`config.mk`:
```
export PLATFORM = sky130hd
export DESIGN_NAME = rtc_top
export DESIGN_NICKNAME = d
export VERILOG_FILES = /design/src/rtl/rtc_pkg.sv /design/src/rtl/rtc_walk.sv /design/src/rtl/rtc_raster.sv /design/src/rtl/rtc_ctrl.sv /design/src/rtl/rtc_top.sv
export SDC_FILE = /design/constraint.sdc
export NUM_CORES = 1
export LEC_CHECK = 0
export ABC_AREA = 0
export CAP_MARGIN = 40
export CORE_AREA = 2 2 73 75
export DETAILED_ROUTE_END_ITERATION = 8
export DIE_AREA = 0 0 75 77
export DONT_BUFFER_PORTS = 1
export PLACE_DENSITY = 0.7
export SLEW_MARGIN = 20
export SYNTH_ARGS = -nofsm -noshare
export SYNTH_HDL_FRONTEND = slang
export SYNTH_SLANG_ARGS = --single-unit
```
`constraint.sdc`:
```
create_clock -name clk -period 2.2 [get_ports clk]
set_input_delay 0.22 -clock clk [delete_from_list [all_inputs] [get_ports clk]]
set_output_delay 0.22 -clock clk [all_outputs]
set_load 0.02 [all_outputs]
```
`src/rtl/rtc_pkg.sv`:
```
package rtc_pkg;
  localparam logic [3:0] OP_NOOP = 4'h0;
  localparam logic [3:0] OP_INIT = 4'h1;
  localparam logic [3:0] OP_NEXT = 4'h2;
  localparam logic [3:0] OP_STEP = 4'h3;

  typedef enum logic {PH_WALK = 1'b0, PH_WRITE = 1'b1} phase_e;
endpackage

```
`src/rtl/rtc_walk.sv`:
```
module rtc_walk #(
  parameter int KW = 4
) (
  input  logic          clk,
  input  logic          rst_n,
  input  logic          clr,
  input  logic          adv,
  input  logic [KW:0]   size_w,
  input  logic [KW:0]   size_h,
  output logic [KW-1:0] dx,
  output logic [KW-1:0] dy,
  output logic          first,
  output logic          last
);
  // true when an offset is the final index of a dimension of size sz
  function automatic logic at_end(input logic [KW-1:0] cur, input logic [KW:0] sz);
    return ({1'b0, cur} == (sz - 1'b1));
  endfunction

  logic x_end;
  assign x_end = at_end(dx, size_w);
  assign first = (dx == '0) && (dy == '0);
  assign last  = x_end && at_end(dy, size_h);

  always_ff @(posedge clk or negedge rst_n) begin
    if (!rst_n) begin
      dx <= '0;
      dy <= '0;
    end else if (clr || (adv && last)) begin
      dx <= '0;
      dy <= '0;
    end else if (adv) begin
      if (x_end) begin
        dx <= '0;
        dy <= dy + 1'b1;
      end else begin
        dx <= dx + 1'b1;
      end
    end
  end
endmodule

```
`src/rtl/rtc_raster.sv`:
```
module rtc_raster #(
  parameter int AW = 12
) (
  input  logic          clk,
  input  logic          rst_n,
  input  logic          load,
  input  logic          adv,
  input  logic          jump,
  input  logic [AW-1:0] umin,
  input  logic [AW-1:0] umax,
  input  logic [AW-1:0] vmin,
  input  logic [AW-1:0] vmax,
  output logic [AW-1:0] u,
  output logic [AW-1:0] v,
  output logic          row_end,
  output logic          at_lim,
  output logic          fin
);
  function automatic logic [AW-1:0] bump(input logic [AW-1:0] x);
    return x + 1'b1;
  endfunction

  assign row_end = (u == umax);
  assign at_lim  = row_end && (v == vmax);

  always_ff @(posedge clk or negedge rst_n) begin
    if (!rst_n) begin
      u   <= '0;
      v   <= '0;
      fin <= 1'b1;
    end else if (load) begin
      u   <= umin;
      v   <= vmin;
      fin <= 1'b0;
    end else if (!fin) begin
      if (adv) begin
        if (at_lim) begin
          fin <= 1'b1;
        end else if (row_end) begin
          u <= umin;
          v <= bump(v);
        end else begin
          u <= bump(u);
        end
      end else if (jump) begin
        if (v == vmax) begin
          fin <= 1'b1;
        end else begin
          u <= umin;
          v <= bump(v);
        end
      end
    end
  end
endmodule

```
`src/rtl/rtc_ctrl.sv`:
```
module rtc_ctrl
  import rtc_pkg::*;
(
  input  logic       clk,
  input  logic       rst_n,
  input  logic [3:0] instr,
  input  logic       fin,
  input  logic       walk_first,
  input  logic       walk_last,
  output logic       walk_clr,
  output logic       walk_adv,
  output logic       ras_load,
  output logic       ras_adv,
  output logic       ras_jump,
  output logic       accum,
  output logic       acc_clr,
  output logic       tgt_we
);
  phase_e phase;
  logic   step_ok;

  assign step_ok = (instr == OP_STEP) && !fin;

  always_comb begin
    ras_load = (instr == OP_INIT);
    ras_jump = (instr == OP_NEXT) && !fin;
    walk_clr = ras_load || ras_jump;
    accum    = step_ok && (phase == PH_WALK);
    acc_clr  = accum && walk_first;
    walk_adv = accum;
    tgt_we   = step_ok && (phase == PH_WRITE);
    ras_adv  = tgt_we;
  end

  always_ff @(posedge clk or negedge rst_n) begin
    if (!rst_n) begin
      phase <= PH_WALK;
    end else if (ras_load || ras_jump) begin
      phase <= PH_WALK;
    end else if (step_ok) begin
      if (phase == PH_WALK) begin
        if (walk_last) phase <= PH_WRITE;
      end else begin
        phase <= PH_WALK;
      end
    end
  end
endmodule

```
`src/rtl/rtc_top.sv`:
```
module rtc_top #(
  parameter int AW = 12,
  parameter int KW = 4
) (
  input  logic          clk,
  input  logic          rst_n,
  input  logic [3:0]    instr,
  input  logic [AW-1:0] umin,
  input  logic [AW-1:0] umax,
  input  logic [AW-1:0] vmin,
  input  logic [AW-1:0] vmax,
  input  logic [KW:0]   walk_w,
  input  logic [KW:0]   walk_h,
  output logic [AW-1:0] tgt_u,
  output logic [AW-1:0] tgt_v,
  output logic [KW-1:0] off_x,
  output logic [KW-1:0] off_y,
  output logic          accum,
  output logic          acc_clr,
  output logic          tgt_we,
  output logic          end_row,
  output logic          at_limit,
  output logic          done
);
  logic walk_first, walk_last, walk_clr, walk_adv;
  logic ras_load, ras_adv, ras_jump;

  rtc_ctrl u_ctrl (
    .clk(clk), .rst_n(rst_n), .instr(instr), .fin(done),
    .walk_first(walk_first), .walk_last(walk_last),
    .walk_clr(walk_clr), .walk_adv(walk_adv),
    .ras_load(ras_load), .ras_adv(ras_adv), .ras_jump(ras_jump),
    .accum(accum), .acc_clr(acc_clr), .tgt_we(tgt_we)
  );

  rtc_walk #(.KW(KW)) u_walk (
    .clk(clk), .rst_n(rst_n), .clr(walk_clr), .adv(walk_adv),
    .size_w(walk_w), .size_h(walk_h),
    .dx(off_x), .dy(off_y), .first(walk_first), .last(walk_last)
  );

  rtc_raster #(.AW(AW)) u_raster (
    .clk(clk), .rst_n(rst_n), .load(ras_load), .adv(ras_adv), .jump(ras_jump),
    .umin(umin), .umax(umax), .vmin(vmin), .vmax(vmax),
    .u(tgt_u), .v(tgt_v), .row_end(end_row), .at_lim(at_limit), .fin(done)
  );
endmodule

```
Word-level counts from Yosys, hierarchy flattened
Index checks and enable logic that the tools add are counted.
{ "totals": {"ff_bits": 34, "in_bits": 64, "output_inout_bits": 38, "word_cells": 75} }
{ "op_classes": {"add_sub_neg": 6, "eq_ne": 11, "mux": 30, "n_bitwise": 1, "n_reduce_logical": 21} }
{ "ops": {"columns": ["operator", "count"], "rows": [
  ["12-bit two-way mux", 14],
  ["12-bit by 1-bit adder with 12-bit output, second input constant", 2],
  ["12-bit equality test", 2],
  ["4-bit two-way mux", 6],
  ["4-bit by 5-bit equality test with 1-bit output", 2],
  ["1-bit two-way mux", 10],
  ["5-bit by 1-bit subtractor with 5-bit output, second input constant", 2],
  ["1-bit logical AND", 9],
  ["4-bit by 1-bit adder with 4-bit output, second input constant", 2],
  ["4-bit by 2-bit equality test with 1-bit output, second input constant", 2],
  ["4-bit zero test", 2],
  ["2-bit nonzero test", 3],
  ["5-bit AND reduction", 1],
  ["4-bit by 1-bit equality test with 1-bit output, second input constant", 1],
  ["4-bit AND reduction", 1],
  ["3-bit by 1-bit != test with 1-bit output, second input constant", 1],
  ["3-bit by 2-bit != test with 1-bit output, second input constant", 1],
  ["3-bit != test, second input constant", 1],
  ["3-bit nonzero test", 1],
  ["1-bit logical OR", 2],
  ["2-bit != test, second input constant", 1],
  ["2-bit AND reduction", 1],
  ["1-bit zero test", 1],
  ["1-bit inverter", 1]
]} }

Longest topological paths before layout
Gate-level depths: netlist of run 1.
{ "logic_depth": {"word_depth": 7, "ltp_mapped": 9, "mapped_depth_nobuf": 8} }

Cells and area by module
From an unflattened synthesis of run 1, not the netlist that was laid out.
{ "hier_totals": {"hier_cells": 326, "area_unflattened_um2": 2926.6} }
{ "modules_own_cells": {"columns": ["module", "n_inst", "cells_each", "area_per_inst_um2", "seq_area_each_um2"], "rows": [
  ["rtc_raster", 1, 221, 2005.7, 626.9],
  ["rtc_walk", 1, 87, 773.2, 200.2],
  ["rtc_ctrl", 1, 18, 147.6, 25.0]
]} }

Worst setup path before layout of run 1
OpenSTA, ideal clock, no wires.
{ "synth_path": {"path_type": "reg-to-output", "from": "register u_walk.dx[0]", "to": "output port acc_clr", "t_arrival_ns": 2.043, "required_ns": 1.980, "setup_slack_ns": -0.063, "path_stages_with_launch": 5, "path_buffers": 0, "path_cell_list": "dfrtp_1 -> inv_1 -> ha_1 -> or4b_2 -> nor4b_1"} }
{ "synth_via": {"elab_chain_cells": 3} }
{ "synth_rtl": {"columns": ["element", "line_no", "rtl"], "rows": [
  ["start, declared", "rtc_walk.sv:10", "output logic [KW-1:0] dx,"],
  ["start signal, assigned", "rtc_walk.sv:37", "dx <= dx + 1'b1;"],
  ["4-bit zero test", "rtc_walk.sv:22", "assign first = (dx == '0) && (dy == '0);"],
  ["1-bit logical AND", "rtc_walk.sv:22", null],
  ["1-bit logical AND", "rtc_ctrl.sv:29", "acc_clr = accum && walk_first;"],
  ["end, declared", "rtc_top.sv:19", "output logic acc_clr,"]
]} }
Every way passes these cells.

Final worst setup path of run 1
{ "layout_path": {"from": "register u_walk.dx[2]", "to": "output port acc_clr"} }
Same word-level chain as after synthesis.

==> out/metrics.yaml, run 1 <==
status: "complete, no violations"
async_reset_ff_share_pct: 100
grt_pass1_wl_mm: 12.3
core_area_um2: 4980
fmax_ghz: 0.468
finalNetCount: 425
synth_nets: 380
final_area_um2: 3210
via_per_inst: 6.35
p_leak_nw: 1.33
placed_area_um2: 3040
endpoint_kind: "output pin"
finalSetupViolCount: 0
wl_per_cell_um: 18.1
rr_worst_depth: 8
synth_area_um2: 2650
rows: 26
grt_max_degree: 35
first_global_vias: 2624
drtIter0Drc: 132
htree_levels: 2
numCtsBuffers: 5
clk_latency_ns: 0.29
syn2layout_area_growth_pct: 21.1
hold_slack_ns: 0.0769
gp_congestion: 0.915
cts_buffer_depth: 2
fp.dieW_um: 75
root_buffer: "clkbuf_8"
drive_above_1_share_pct: 21.6
synth_edf_count: 0
hold-path-cell-count: 2
drc: 0
ant_nets: 0
relSlewSlack_pct: 68.1
critPathKind: "flop to output pin"
ys_seq_area_share_pct: 32.2
grt.total_usage_pct: 27.3
die_h_um: 77
arrival_ns: 1.92
period_share_pct: 97.2
crit_required_ns: 1.98
hold_viol: 0
cap_violations: 0
crit_fanout: 9
syn_inst: 308
first_pass_iters: 4
place_hpwl_mm: 5.77
yosys_warnings: 0
power_density_nw_per_um2: 755
tightestPinTransition_ns: 0.472
holdCritPathClass: "input pin to flop"
maxSlewViolCount: 0
dieArea_um2: 5780
start_util_pct: 53.2
routed_wirelength_mm: 7.66
finalSetupTns_ns: 0
antenna_found_initial: 0
vdd_drop_max_uv: 433
fin_skew_ns: 0.0102
grt_overflow_total: 0
path_clk_slew_ns: 0.07
cts_num_sinks: 34
synth_flop_cell: "dfrtp_1"
tritoncts: "yes"
synth_cell_types: 54
layout_min_cycle_time_ns: 2.14
syn_area_per_cell_um2: 8.60
start_kind: "flop"
ys_ff_latch: 34
io_buffers: 0
ios: 102
num_antenna_cells: 0
via_count: 2680
## sequential cells by signal, summed over array words and instances, names as in the netlist
signal,cells
u_raster.u,12
u_raster.fin,1
u_walk.dx,4
u_walk.dy,4
u_raster.v,12
u_ctrl.phase,1
## critical path, stage by stage, from the launching register on
cell and delay [ns]:
dfrtp_1 0.54, or4b_2 0.70, nor4b_2 0.22, buf_4 0.18
## where the power goes
| group | leakage, nW | switching, mW | internal (mW) |
|---|---|---|---|
| combinational | 0.879 | 0.644 | 0.456 |
| sequential | 0.408 | 0.105 | 0.757 |
| clock | 0.0431 | 0.218 | 0.241 |
## stage by stage
| stage | utilization (%) | total power, mW | worst slack [ns] | instances |
|---|---|---|---|---|
| final | 64.4 | 2.42 | 0.0623 | 422 |
| after detailed placement | 61.2 | 1.92 | -0.00265 | 413 |
| after global routing | 64.4 | 2.59 | -0.0117 | 422 |
| after floorplan | - | 1.56 | 0.0314 | 308 |
| after global placement | 61.2 | 1.90 | 0.145 | 413 |
| after CTS | 63.7 | 2.41 | 0.00589 | 421 |
## cell type report
class / count / area (µm²)
tap: 70 / 87.6
multi-input combinational: 249 / 1740
timing repair buffer: 50 / 394
sequential: 34 / 852
clock buffer: 6 / 82.6
inverter: 13 / 48.8
fill: 441 / 1770
## repair_timing
item                                   4_1_cts  5_1_grt
resized for setup                            2        7
pin swaps                                    0        6
setup endpoints to repair                    2       12
setup buffers                                0        2
endpoints found under the hold margin       34        0
hold buffers                                 2        0
## per-layer routing
metal	GRT usage [%]	wire, µm	up-vias
met3	7.23	700	24
met1	34.5	2950	1272
met4	9.82	182	0
li1	-	-	1245
met5	0	0	-
met2	43.9	3820	139
## logic make-up (layout without fill, tap and decap cells)
family | count (synthesis) | in the layout | share of synthesized area [%]
simple gates | 116 | 116 | 24.1
buf+inv | 25 | 69 | 3.73
flops | 34 | 34 | 32.2
fa+ha+maj | 8 | 8 | 3.78
compound gates | 88 | 88 | 23.7
xor+xnor | 35 | 35 | 11.6
mux | 2 | 2 | 0.851
## synth_stat cells (all sizes together), types with 2 or more instances
cell type  instances  area (µm²)
dfrtp             33         826
nand2             31         116
a21oi             26         138
xnor2             18         158
nor2              17        63.8
o21ai             17        88.8
xor2              17         149
nand3             15        80.1
inv               13        48.8
nor3               9        45.0
a2bb2oi            8        70.1
clkbuf             8        30.0
ha                 8         100
o32a               7        70.1
nand3b             6        45.0
nor4b              6        58.8
a31oi              5        31.3
and3               5        31.3
nand4              5        31.3
nor4               5        31.3
a22oi              4        30.0
buf                4        20.0
and4               3        26.3
nor2b              3        18.8
o22ai              3        18.8
or4b               3        30.0
a2111oi            2        36.3
a21o               2        15.0
a221o              2        20.0
and2               2        12.5
mux2               2        22.5
nand4b             2        17.5
o22a               2        17.5
o2bb2a             2        20.0
o32ai              2        17.5
## final timing paths
kind                               start             end  slack [ns]
max                         u_walk.dx[2]         acc_clr        0.06
min                              vmin[1]   u_raster.v[1]        0.08
max reg2reg                u_raster.u[4]  u_raster.u[10]        0.11
min reg2reg                 u_walk.dx[0]    u_walk.dx[0]        0.58
max in group asynchronous          rst_n    u_raster.fin        1.56
min in group asynchronous          rst_n   u_raster.u[3]        0.37
## cells in the final DEF (no fill, tap or decap), types with 5 or more instances in the layout
cell type and instances:
xor2_1 17, nor3_1 9, o32a_1 7, nand2_1 31, nand3_1 14, dfrtp_1 33, and3_1 5, a31oi_1 5
a2bb2oi_1 8, o21ai_0 13, nor2_1 15, buf_4 47, nand4_1 5, nand3b_1 6, inv_1 12, xnor2_1 18
a21oi_1 23, ha_1 8, clkbuf_8 6
(Power assumes the default switching activity.)
==> run 2: changes to the inputs <==
- CELL_PAD_IN_SITES_DETAIL_PLACEMENT: unset -> 1
- CELL_PAD_IN_SITES_GLOBAL_PLACEMENT: unset -> 1
- CORE_AREA: 2 2 73 75 -> 2 2 83 85
- DIE_AREA: 0 0 75 77 -> 0 0 85 87
- PLACE_DENSITY: 0.7 -> 0.74
==> run 2 against run 1 <==
Effect of this change:
- sequential share of layout area is 0.60 points lower
- worst hold slack worse by 0.0094 ns
- via count increased by 0.71%
- die area rose by 28%
- utilization shrank 14 points
- non-clock buffer count up 6
- largest cell class unchanged
- largest power group unchanged
==> out/metrics.yaml, run 2 (same netlist as run 1, synthesis figures left out) <==
final_area_um2: 3280  # +2.5%
grt_overflow_total: 0  # unchanged
critPathLaunch: "u_raster.v[11]"
layout_common_cells: "buf_4, dfrtp_1, nand2_1"
die_h_um: 87  # +13%
grt_pass1_wl_mm: 14.5  # +17%
fin_skew_ns: 0.00905  # -0.00114 ns
io_buffers: 0  # unchanged
start_kind: "flop"
crit_required_ns: 1.98  # about the same
drc: 0  # unchanged
root_buffer: "clkbuf_8"
rsz0062_at_grt: "true"
grt.total_usage_pct: 24.6  # -2.6 points
placed_area_um2: 3090  # +1.4%
worst_r2r_startpoint: "u_raster.v[8]"
multi_input_area_um2: 1760  # +0.86%
syn2layout_area_growth_pct: 24.1
fillers: 805  # +83%
ant_nets: 0  # unchanged
endpoint_kind: "output pin"
drive_above_1_share_pct: 23.3  # +1.7 points
crit_fanout: 8  # -1
holdCritStartpoint: "umin[0]"
p_leak_nw: 1.37  # +2.8%
via_per_inst: 6.13  # -3.4%
relSlewSlack_pct: 69.2  # +1.2 points
layout_commonest_cell: "buf_4"
core_area_um2: 6570  # +32%
antenna_found_initial: 0  # unchanged
ios: 102  # unchanged
hold_viol: 0  # unchanged
rows: 30  # +15%
status: "complete, no violations"
power_density_nw_per_um2: 758  # +0.36%
cts_num_sinks: 34  # unchanged
holdCritPathClass: "input pin to flop"
wl_per_cell_um: 20.2  # +11%
drtIter0Drc: 70  # -47%
maxSlewViolCount: 0  # unchanged
register_area_um2: 853  # +0.15%
cap_violations: 0  # unchanged
finalSetupViolCount: 0  # unchanged
start_util_pct: 40.3  # -13 points
tightestPinTransition_ns: 0.455  # -0.0170 ns
numCtsBuffers: 5  # unchanged
gp_congestion: 0.844  # -7.8%
vdd_drop_max_uv: 366  # -16%
critPathKind: "flop to output pin"
cts_buffer_depth: 2  # unchanged
first_pass_iters: 4  # unchanged
arrival_ns: 1.93  # about the same
fmax_ghz: 0.465  # -0.49%
top_regs: "u_raster.u: 12 flops, u_raster.v: 12 flops"
first_global_vias: 2924  # +11%
via_count: 2699  # +0.71%
period_share_pct: 97.6  # +0.48 points
path_clk_slew_ns: 0.08  # about the same
layout_min_cycle_time_ns: 2.15  # +0.0106 ns
place_hpwl_mm: 7.01  # +22%
clk_latency_ns: 0.30  # about the same
grt_max_degree: 35  # unchanged
tritoncts: "yes"
finalSetupTns_ns: 0  # unchanged
routed_wirelength_mm: 8.89  # +16%
finalNetCount: 431  # +1.4%
fp.dieW_um: 85  # +13%
dieArea_um2: 7400  # +28%
htree_levels: 2  # unchanged
num_antenna_cells: 0  # unchanged
## run 2: changes by cell type in the layout (fill, tap and decap cells not counted), sizes merged
cell,previous run,this run
buf,49,55
clkbuf,6,7
clkinv,0,1
## run 2: area by class of cell
class / instances / area share (%)
tap: 80 / 3.05
multi-input combinational: 249 / 53.4
inverter: 13 / 1.49
clock inverter: 1 / 0.152
sequential: 34 / 26.0
clock buffer: 7 / 2.63
timing repair buffer: 56 / 13.3
## run 2: metal layers
| layer | up-vias | GRT usage [%] | share of wire (%) |
|---|---|---|---|
| met5 | - | 0 | 0 |
| met4 | 0 | 8.51 | 1.8 |
| met3 | 15 | 6.73 | 6.1 |
| met2 | 89 | 43.5 | 52 |
| met1 | 1343 | 28.8 | 40 |
| li1 | 1252 | - | - |
## run 2: path summary, 6_finish.rpt
path	endpoint	slack (ns)	depth (start not counted)
worst min-delay path	u_raster.u[0]	0.07	1
max in group asynchronous	u_raster.fin	1.54	2
worst max-delay path	at_limit	0.05	5
worst max register to register	u_raster.u[5]	0.10	7
worst min register to register	u_walk.dx[0]	0.57	3
min in group asynchronous	u_raster.u[2]	0.38	2
## run 2: through the flow
stage,total power [mW],std cells,util [%],hold slack (ns),worst slack (ns)
after detailed placement,1.96,427,47.0,-0.0749,-0.0638
after floorplan,1.56,308,-,-0.0756,0.0314
final,2.49,440,50.0,0.0674,0.0517
after global placement,1.92,427,47.0,-0.0747,0.0889
after CTS,2.49,437,49.0,0.0603,0.0330
after global routing,2.65,440,50.0,0.0658,-0.101
## run 2: what timing repair did
action,4_1_cts,5_1_grt
endpoints found under the setup margin,4,18
endpoints found under the hold margin,34,0
hold buffers,2,0
buffers inserted,0,3
resized for setup,3,10
pin swaps,0,6
## run 2: power breakdown
part,total [mW],switching [mW],internal (mW)
logic,1.12,0.659,0.458
registers,0.870,0.114,0.756
clock network,0.502,0.250,0.253
## run 2: critical path, cell delays in order, from the launching register on
cell and delay (ns):
dfrtp_1 0.40, xnor2_1 0.16, nand4_1 0.25, or3_4 0.52
nor2_1 0.14, buf_4 0.16
==> run 3: changes to the inputs <==
- ABC_AREA: 0 -> 1
- CORE_AREA: 2 2 83 85 -> 2 2 90 92
- DIE_AREA: 0 0 85 87 -> 0 0 92 94
- PLACE_DENSITY: 0.74 -> 0.73
==> run 3 against run 2 <==
Effect of this change:
- routed wire length decreased by 5.7%
- clock-buffer cell count increased by 1
- clock skew increased by 0.0010 ns
- utilization decreased by 6.5 points
- sequential share of layout area decreased by 0.24 points
- critical path type unchanged
- power increased by 8.4%
- combinational power about the same
- register-to-register slack improved by 0.18 ns
- setup slack improved by 0.18 ns
- largest cell class unchanged
- synthesized area increased by 9.1%
==> out/metrics.yaml, run 3 <==
yosysMostFrequentCell: "nand2_1"
syn2layout_area_growth_pct: 14.6
netSwitchingPower_mw: 1.15  # +12%
syn_area_per_cell_um2: 6.57  # -24%
ios: 102  # unchanged
synth_common_cells: "nand2_1, inv_1, nand3_1"
numCtsBuffers: 5  # unchanged
status: "complete, no violations"
synth_area_um2: 2890  # +9.1%
path_clk_slew_ns: 0.07  # about the same
ys_seq_area_share_pct: 29.5  # -2.7 points
drive_above_1_share_pct: 11.6  # -12 points
synth_flop_cell: "dfrtp_1"
min_to: "u_raster.u[11]"
synth_xor_area_share_pct: 12.1  # +0.55 points
clk_latency_ns: 0.29  # about the same
use_met2_pct: 37.0  # -6.5 points
crit_fanout: 3  # -5
worst_r2r_startpoint: "u_raster.fin"
placed_area_um2: 3150  # +2.1%
synth_nets: 512  # +35%
endpoint_kind: "output pin"
layout_commonest_cell: "nand2_1"
cts_setup_buffers: 0  # unchanged
synth_compound_gate_area_share_pct: 6.58  # -17 points
num_antenna_cells: 0  # unchanged
synth_area_leader_cell: "dfrtp_1"
cap_violations: 0  # unchanged
layout_min_cycle_time_ns: 1.97  # -0.177 ns
hold_viol: 0  # unchanged
synth_top_family_by_area: "simple AND/OR/NAND/NOR gates"
cts_num_sinks: 34  # unchanged
finalSetupTns_ns: 0  # unchanged
start_util_pct: 38.0  # -2.3 points
rr_worst_depth: 6  # -1
met1_usage_pct: 23.6  # -5.2 points
drtIter0Drc: 56  # -20%
wl_per_cell_um: 14.7  # -27%
fillers: 1025  # +27%
grt_pass1_wl_mm: 13.7  # -5.2%
htree_levels: 2  # unchanged
clkPwrFrac_pct: 20.9  # +0.7 points
power_density_nw_per_um2: 815  # +7.5%
top_usage_layer: "met2"
grt_use_met3_pct: 4.82  # -1.9 points
start_kind: "flop"
p_leak_nw: 1.65  # +21%
maxSlewViolCount: 0  # unchanged
fin_skew_ns: 0.0101  # +0.00102 ns
synth_mux_area_share_pct: 0.346  # -0.50 points
swShare_pct: 42.6  # +1.6 points
grt.total_usage_pct: 20.0  # -4.6 points
layout.cells.non_filler: 569  # +29%
tightestPinTransition_ns: 0.504  # +0.0489 ns
holdCritPathClass: "input pin to flop"
cts_buffer_depth: 2  # unchanged
r2r_slack_ns: 0.28  # +0.18 ns
fp.dieW_um: 92  # +8.2%
ys_ff_latch: 34  # unchanged
hold_slack_ns: 0.156  # +0.0887 ns
drc: 0  # unchanged
yosys_warnings: 0  # unchanged
io_buffers: 0  # unchanged
holdCritStartpoint: "umin[11]"
reg2reg_to: "u_walk.dy[2]"
finalNetCount: 538  # +25%
grt_max_degree: 35  # unchanged
synth.top_cell.area_share_pct: 28.6  # -2.6 points
tritoncts: "yes"
via_per_inst: 4.95  # -19%
first_global_vias: 2831  # -3.2%
hold-path-cell-count: 3  # +2
layout_common_cells: "nand2_1, inv_1, nand3_1"
crit_required_ns: 1.98  # about the same
place_hpwl_mm: 6.90  # -1.7%
synth_edf_count: 0  # unchanged
routed_wirelength_mm: 8.38  # -5.7%
die_h_um: 94  # +8.0%
seqPwrFrac_pct: 36.4  # +1.4 points
synthAdderAreaFrac_pct: 3.46  # -0.32 points
arrival_ns: 1.75  # -0.18 ns
fmax_ghz: 0.507  # +9.0%
synth.area.top_cells: "dfrtp_1, nand2_1, inv_1"
combPwrFrac_pct: 42.7  # -2.2 points
intPower_mw: 1.55  # +5.5%
yosys.area_share.simple_pct: 37.2  # +13 points
rows: 32  # +6.7%
synth_cell_types: 32  # -41%
core_area_um2: 7610  # +16%
syn_inst: 440  # +43%
rsz0062_at_grt: "false"
antenna_found_initial: 0  # unchanged
via_count: 2818  # +4.4%
dieArea_um2: 8650  # +17%
critPathKind: "flop to output pin"
first_pass_iters: 4  # unchanged
relSlewSlack_pct: 66.4  # -2.8 points
top_regs: "u_raster.u: 12 flops, u_raster.v: 12 flops"
ant_nets: 0  # unchanged
gp_congestion: 0.806  # -4.5%
finalSetupViolCount: 0  # unchanged
period_share_pct: 89.6  # -8.0 points
final_area_um2: 3310  # +0.80%
root_buffer: "clkbuf_8"
total_power_mw: 2.70  # +8.4%
async_reset_ff_share_pct: 100  # unchanged
vdd_drop_max_uv: 383  # +4.7%
grt_overflow_total: 0  # unchanged
placedCellCount: 559  # +31%
[run 3: cell types whose count changed after synthesis, sizes merged, moves of 6 or more]
| cell | previous run | this run |
|---|---|---|
| nand2 | 31 | 155 |
| inv | 13 | 60 |
| nand3 | 15 | 39 |
| a21oi | 26 | 5 |
| nor2 | 17 | 29 |
| o21ai | 17 | 26 |
| a2bb2oi | 8 | 0 |
| buf | 4 | 12 |
| clkbuf | 8 | 0 |
| o32a | 7 | 0 |
| nor4b | 6 | 0 |
| xnor2 | 18 | 24 |
[run 3: power groups by stage]
| stage | sequential [mW] | clock (mW) | combinational [mW] |
|---|---|---|---|
| 4_1_cts | 0.987 | 0.579 | 1.17 |
| 6_report | 0.983 | 0.563 | 1.15 |
| 2_1_floorplan | 1.14 | 0 | 0.609 |
| 3_5_place_dp | 0.995 | 0 | 1.15 |
| 3_3_place_gp | 0.988 | 0 | 1.11 |
| 5_1_grt | 1.01 | 0.607 | 1.30 |
[run 3: layout make-up]
class,count,area (µm²),area share (%)
well taps,102,128,3.85
multi-input cells,334,1750,52.8
inverters,60,225,6.80
flip-flops and latches,34,852,25.7
repair buffers,31,248,7.48
clock buffers,8,110,3.33
[run 3: how the worst max path moves through the flow]
stage / depth (start not counted) / start / to / slack, ns
after detailed placement: 13 / u_raster.u[5] / u_raster.v[3] / 0.20
final: 7 / u_raster.v[1] / at_limit / 0.23
after global routing: 8 / u_raster.u[9] / at_limit / 0.03
after floorplan: 5 / u_raster.v[7] / at_limit / 0.49
after CTS: 13 / u_raster.u[5] / u_raster.v[3] / 0.19
after global placement: 12 / u_raster.v[1] / u_raster.v[6] / 0.30
[run 3: logic make-up (layout without fill, tap and decap cells)]
logic type / count (synthesis) / in the layout
AOI/OAI and AO/OA: 36 / 36
xor gates and xnor gates: 40 / 40
adders and majority gates: 8 / 8
buffers and inverters: 72 / 99
DFF: 34 / 34
muxes: 1 / 1
and+or+nand+nor: 249 / 249
[run 3: routing by layer]
metal	wire length, µm	up-vias	part of all wire [%]
met4	70	0	0.84
met2	4330	65	52
met5	0	-	0
met3	494	7	5.9
li1	-	1421	-
met1	3480	1325	42
[run 3: worst max-delay path: stages, from the launching register on]
cell	delay, ns
dfrtp_1	0.41
buf_4	0.18
xnor2_1	0.17
nand2_1	0.09
nor2_1	0.11
nand2_1	0.08
nor3_1	0.24
buf_4	0.19
[run 3: what timing repair did]
action	CTS	global route
resized for setup	0	3
hold endpoints to repair	34	0
endpoints found under the setup margin	0	7
hold buffers	2	0
[run 3: per-stage QoR]
stage | util, % | worst slack (ns)
finish | 43.5 | 0.229
floorplan | - | 0.487
global route | 43.5 | 0.0341
detailed placement | 41.4 | 0.205
global placement | 41.4 | 0.301
CTS | 43.3 | 0.190
